===== src/rtl/card_cfg_pkg.sv =====
package card_cfg_pkg;
  localparam int CFG_W = 8;

  // Field layout, MSB first: bit7 .. bit0
  typedef struct packed {
    logic       bypass;
    logic       irq_clr;
    logic       io_off;
    logic       ready;
    logic       addr_mode;
    logic       chg_ie;
    logic [1:0] port;
  } cfg_t;

  typedef enum logic [1:0] {
    PORT_1 = 2'b00,
    PORT_3 = 2'b01,
    PORT_2 = 2'b10,
    PORT_4 = 2'b11
  } port_e;

  localparam cfg_t CFG_RESET = '{bypass: 1'b0, irq_clr: 1'b0, io_off: 1'b1,
                                 ready: 1'b0, addr_mode: 1'b0, chg_ie: 1'b0,
                                 port: PORT_2};
endpackage


===== src/rtl/ccfg_regfile.sv =====
module ccfg_regfile
  import card_cfg_pkg::*;
#(
  parameter int          ADDR_W   = 12,
  parameter logic [ADDR_W-1:0] REG_ADDR = 12'h110
) (
  input  logic              clk,
  input  logic              rst,
  input  logic              wr_en,
  input  logic [ADDR_W-1:0] wr_addr,
  input  logic [CFG_W-1:0]  wr_data,
  output cfg_t              cfg_q,
  output logic              clr_pulse
);
  logic hit;
  cfg_t nxt;

  assign hit = wr_en && (wr_addr == REG_ADDR);

  always_comb begin
    nxt         = cfg_t'(wr_data);
    nxt.irq_clr = 1'b0;               // command bit, never stored
  end

  assign clr_pulse = hit && wr_data[6];

  always_ff @(posedge clk) begin
    if (rst)      cfg_q <= CFG_RESET;
    else if (hit) cfg_q <= nxt;
  end
endmodule


===== src/rtl/ccfg_sticky_flag.sv =====
module ccfg_sticky_flag #(
  parameter bit SET_WINS = 1'b1
) (
  input  logic clk,
  input  logic rst,
  input  logic set_i,
  input  logic clr_i,
  output logic flag_q
);
  logic nxt;

  generate
    if (SET_WINS) begin : g_set_wins
      assign nxt = set_i | (flag_q & ~clr_i);
    end else begin : g_clr_wins
      assign nxt = ~clr_i & (set_i | flag_q);
    end
  endgenerate

  always_ff @(posedge clk) begin
    if (rst) flag_q <= 1'b0;
    else     flag_q <= nxt;
  end
endmodule


===== src/rtl/ccfg_line_mux.sv =====
module ccfg_line_mux
  import card_cfg_pkg::*;
(
  input  cfg_t cfg,
  input  logic uart_irq,
  output logic io_en,
  output logic rdy_irq
);
  always_comb begin
    io_en = ~cfg.io_off;
    if (cfg.io_off) rdy_irq = cfg.ready;   // memory card: busy(0)/ready(1)
    else            rdy_irq = uart_irq;    // I/O card: interrupt request
  end
endmodule


===== src/rtl/card_cfg_ctrl.sv =====
module card_cfg_ctrl
  import card_cfg_pkg::*;
#(
  parameter int                ADDR_W   = 12,
  parameter logic [ADDR_W-1:0] REG_ADDR = 12'h110
) (
  input  logic              clk,
  input  logic              rst,
  input  logic              wr_en,
  input  logic [ADDR_W-1:0] wr_addr,
  input  logic [7:0]        wr_data,
  output logic [7:0]        rd_data,
  input  logic              attr_wr,
  input  logic              stschg_ack,
  output logic              stschg,
  input  logic              irq_event,
  output logic              sub_irq,
  input  logic              uart_irq,
  output logic              rdy_irq,
  output logic              io_en,
  output logic [1:0]        port_sel,
  output logic              addr_mode_en,
  output logic              bypass_en
);
  cfg_t cfg_q;
  logic clr_pulse;

  ccfg_regfile #(.ADDR_W(ADDR_W), .REG_ADDR(REG_ADDR)) u_reg (
    .clk(clk), .rst(rst), .wr_en(wr_en), .wr_addr(wr_addr),
    .wr_data(wr_data), .cfg_q(cfg_q), .clr_pulse(clr_pulse)
  );

  // Status change: armed by the enable bit, a new event beats the acknowledge
  ccfg_sticky_flag #(.SET_WINS(1'b1)) u_chg (
    .clk(clk), .rst(rst), .set_i(attr_wr && cfg_q.chg_ie),
    .clr_i(stschg_ack), .flag_q(stschg)
  );

  // Subsystem interrupt: a new event beats the clear command
  ccfg_sticky_flag #(.SET_WINS(1'b1)) u_irq (
    .clk(clk), .rst(rst), .set_i(irq_event),
    .clr_i(clr_pulse), .flag_q(sub_irq)
  );

  ccfg_line_mux u_mux (
    .cfg(cfg_q), .uart_irq(uart_irq), .io_en(io_en), .rdy_irq(rdy_irq)
  );

  assign rd_data      = cfg_q;
  assign port_sel     = cfg_q.port;
  assign addr_mode_en = cfg_q.addr_mode;
  assign bypass_en    = cfg_q.bypass;
endmodule


===== config.mk =====
export PLATFORM = sky130hd
export DESIGN_NAME = card_cfg_ctrl
export DESIGN_NICKNAME = d
export VERILOG_FILES = /design/src/rtl/card_cfg_pkg.sv /design/src/rtl/ccfg_regfile.sv /design/src/rtl/ccfg_sticky_flag.sv /design/src/rtl/ccfg_line_mux.sv /design/src/rtl/card_cfg_ctrl.sv
export SDC_FILE = /design/constraint.sdc
export NUM_CORES = 1
export LEC_CHECK = 0
export ABC_AREA = 1
export BUFFER_PORTS_ARGS = -buffer_cell sky130_fd_sc_hd__buf_4
export CAP_MARGIN = 20
export CORE_UTILIZATION = 35
export DETAILED_ROUTE_END_ITERATION = 8
export GPL_ROUTABILITY_DRIVEN = 0
export MAX_ROUTING_LAYER = met4
export PLACE_DENSITY = 0.85
export SLEW_MARGIN = 30
export SYNTH_ARGS = -nofsm -noshare
export SYNTH_HDL_FRONTEND = slang
export SYNTH_SLANG_ARGS = --single-unit

===== constraint.sdc =====
create_clock -name clk -period 1 [get_ports clk]
set_input_delay 0.15 -clock clk [delete_from_list [all_inputs] [get_ports clk]]
set_output_delay 0.15 -clock clk [all_outputs]
set_load 0.03 [all_outputs]

==> impl_metrics.json <==
{
  "status": "finished, violations left",
  "failed_checks": "negative setup slack",
  "core-area_um2": 1171,
  "cp_slowest_cell": "dfxtp_4",
  "seq_area_frac_synth": 0.3840,
  "path_clk_slew_ns": 0.06,
  "seq_area_um2": 185.2,
  "grt_pass1_wl_mm": 1.932,
  "critPathMaxFanout": 3,
  "die_w_um": 38.62,
  "finalCritPeriodShare": 1.087,
  "avgSynthCellArea_um2": 6.341,
  "rows": 12,
  "insertion_delay_ns": 0.25,
  "end_kind": "output port",
  "antenna_found_initial": 0,
  "synth_nets": 101,
  "die_y_um": 38.62,
  "seqPwrFrac": 0.479,
  "fin_skew_ns": 0.00004144,
  "via_count": 572,
  "start_util": 0.4006,
  "yosysMostFrequentCell": "nand2_1",
  "pin_count": 43,
  "yosys-top-cells-area": "dfxtp_1, nand2_1, nor2_1",
  "cap_violations": 0,
  "crit_chain": "inv_6, o21ai_4, buf_6",
  "cts_tree": "built",
  "cp-start-kind": "flip-flop",
  "cts.sinks": 9,
  "nets": 144,
  "dpl-instance-area_um2": 774.5,
  "antenna_cells": 0,
  "synth_warnings": 0,
  "clockBufferDepth": 2,
  "cts_buffers": 3,
  "required_ns": 0.85,
  "synth_cells": 74,
  "p_sw_frac": 0.2192,
  "initialDrtViolationCount": 10,
  "irDropWorstVdd_uv": 571.0,
  "dp_hpwl_mm": 1.026,
  "yosys-top-cells-count": "nand2_1, nor2_1, inv_1",
  "fillers": 101,
  "min_path_type": "in -> reg",
  "drive_gt1_frac": 0.4828,
  "die_area_um2": 1491,
  "max_freq_ghz": 0.9202,
  "firstDrtPassIters": 4,
  "synthArstFlopShare": 0,
  "ctsRootBufferMaster": "clkbuf_4",
  "area_growth_pct": 77.87,
  "critPathBufInv": 2,
  "ys_ff_latch": 9,
  "via_per_inst": 4.400,
  "ctsHoldBuffers": 0,
  "cpPeakStageDelay_ns": 0.37,
  "rsz0062_at_grt": "yes",
  "routedWlPerCell_um": 9.569,
  "p_clk_frac": 0.367,
  "p_int_uw": 586.7,
  "setup_viol": 2,
  "final_area_um2": 834.6,
  "synth_edf_count": 0,
  "grt_pass1_vias": 492,
  "drt-total-wl_mm": 1.244,
  "slew_viol_final": 0,
  "overflow": 0,
  "cp_top_family": "flip-flops",
  "synth_top_area_cell": "dfxtp_1",
  "ys.flop_type": "dfxtp_1",
  "dp_slack_ns": -0.03733,
  "power.switching_uw": 164.7,
  "netlist.area_leader.share": 0.3840,
  "grt_max_degree": 13,
  "numPortBuffers": 41,
  "fin_ws_ns": -0.08667,
  "h-tree-depth": 1,
  "netlist_area_um2": 469.2,
  "grt_util_all_layers": 0.2035,
  "ant_nets": 0,
  "yosysUniqueCellTypes": 12,
  "combPwrFrac": 0.154,
  "hold_viol_final": 0,
  "post-route-drc-count": 0,
  "power_uw": 751.5,
  "fin_crit_ns": 1.087,
  "critical_path_class": "reg -> out",
  "arrival_ns": 0.94,
  "p_leak_nw": 0.4835,
  "multi_input_area_um2": 210.2,
  "power_per_cell_area_nw_per_um2": 900.4
}
-- final timing paths --
path,from,endpoint,slack (ns),cells after the start
setup / recovery,u_reg.cfg_q[5]$_SDFFE_PP1P_,rdy_irq,-0.09,3
hold reg to reg,u_irq.flag_q$_SDFF_PP0_,u_irq.flag_q$_SDFF_PP0_,0.46,2
setup reg to reg,u_reg.cfg_q[5]$_SDFFE_PP1P_,u_reg.cfg_q[5]$_SDFFE_PP1P_,0.25,3
hold / removal,rst,u_irq.flag_q$_SDFF_PP0_,0.06,2
-- stage by stage --
stage                 util  setup TNS, ns  instances  hold slack, ns
finish              0.7126        -0.1294        130         0.05859
detailed placement  0.6613        -0.1796        125          0.3295
global placement    0.6613              0        125          0.3257
global route        0.7126        -0.1799        130         0.05172
floorplan                -              0         74          0.2191
CTS                 0.7073        -0.1612        130         0.04718
-- metal layers --
layer,up-vias,part of all wire,GRT usage
met5,-,0,-
met4,0,0.018,0.09483
met3,4,0.063,0.07514
met2,25,0.54,0.3583
met1,247,0.38,0.1949
li1,296,-,-
-- power groups by stage --
stage	Sequential, mW	Clock, mW	Combinational, mW
finish	0.360	0.276	0.116
global route	0.360	0.304	0.127
CTS	0.360	0.291	0.116
detailed placement	0.371	0	0.115
global placement	0.371	0	0.112
floorplan	0.377	0	0.0261
-- flip-flops by register name, summed over array words and instances (netlist names) --
signal / count
u_reg.cfg_q: 7
u_irq.flag_q: 1
u_chg.flag_q: 1
-- layout make-up --
type | count | area share
clock buffer | 4 | 0.03148
inverter | 13 | 0.06447
timing repair buffer | 44 | 0.4093
tap | 14 | 0.02099
sequential | 9 | 0.2219
multi-input combinational | 46 | 0.2519
-- cells in the final DEF, fill, tap and decap left out, types with 2 or more instances in the layout --
cell	Yosys	routed
a21oi_1	2	2
buf_4	5	41
buf_6	1	3
clkbuf_4	0	3
dfxtp_1	9	7
inv_1	13	11
nand2_1	19	18
nand3_1	6	6
nor2_1	14	14
nor2_2	2	2
-- worst register-to-register path, stage by stage (launching register included) --
cell     delay, ns
dfxtp_4       0.36
buf_4         0.14
nand2_1       0.06
nand3_1       0.07
-- timing repair --
action | in CTS | in global routing
resized for setup | 7 | 2
hold endpoints to repair | 0 | 0
setup buffers | 1 | 0
setup endpoints to repair | 2 | 3
pin swaps | 1 | 0
-- cells by family after synthesis --
group,count (synthesis),share of synthesized area
buffers and inverters,19,0.2080
AND/OR/NAND/NOR,42,0.3680
AO/OA/AOI/OAI,3,0.03199
other,1,0.007992
flip-flops,9,0.3840
Power figures use the tool's default switching activity.
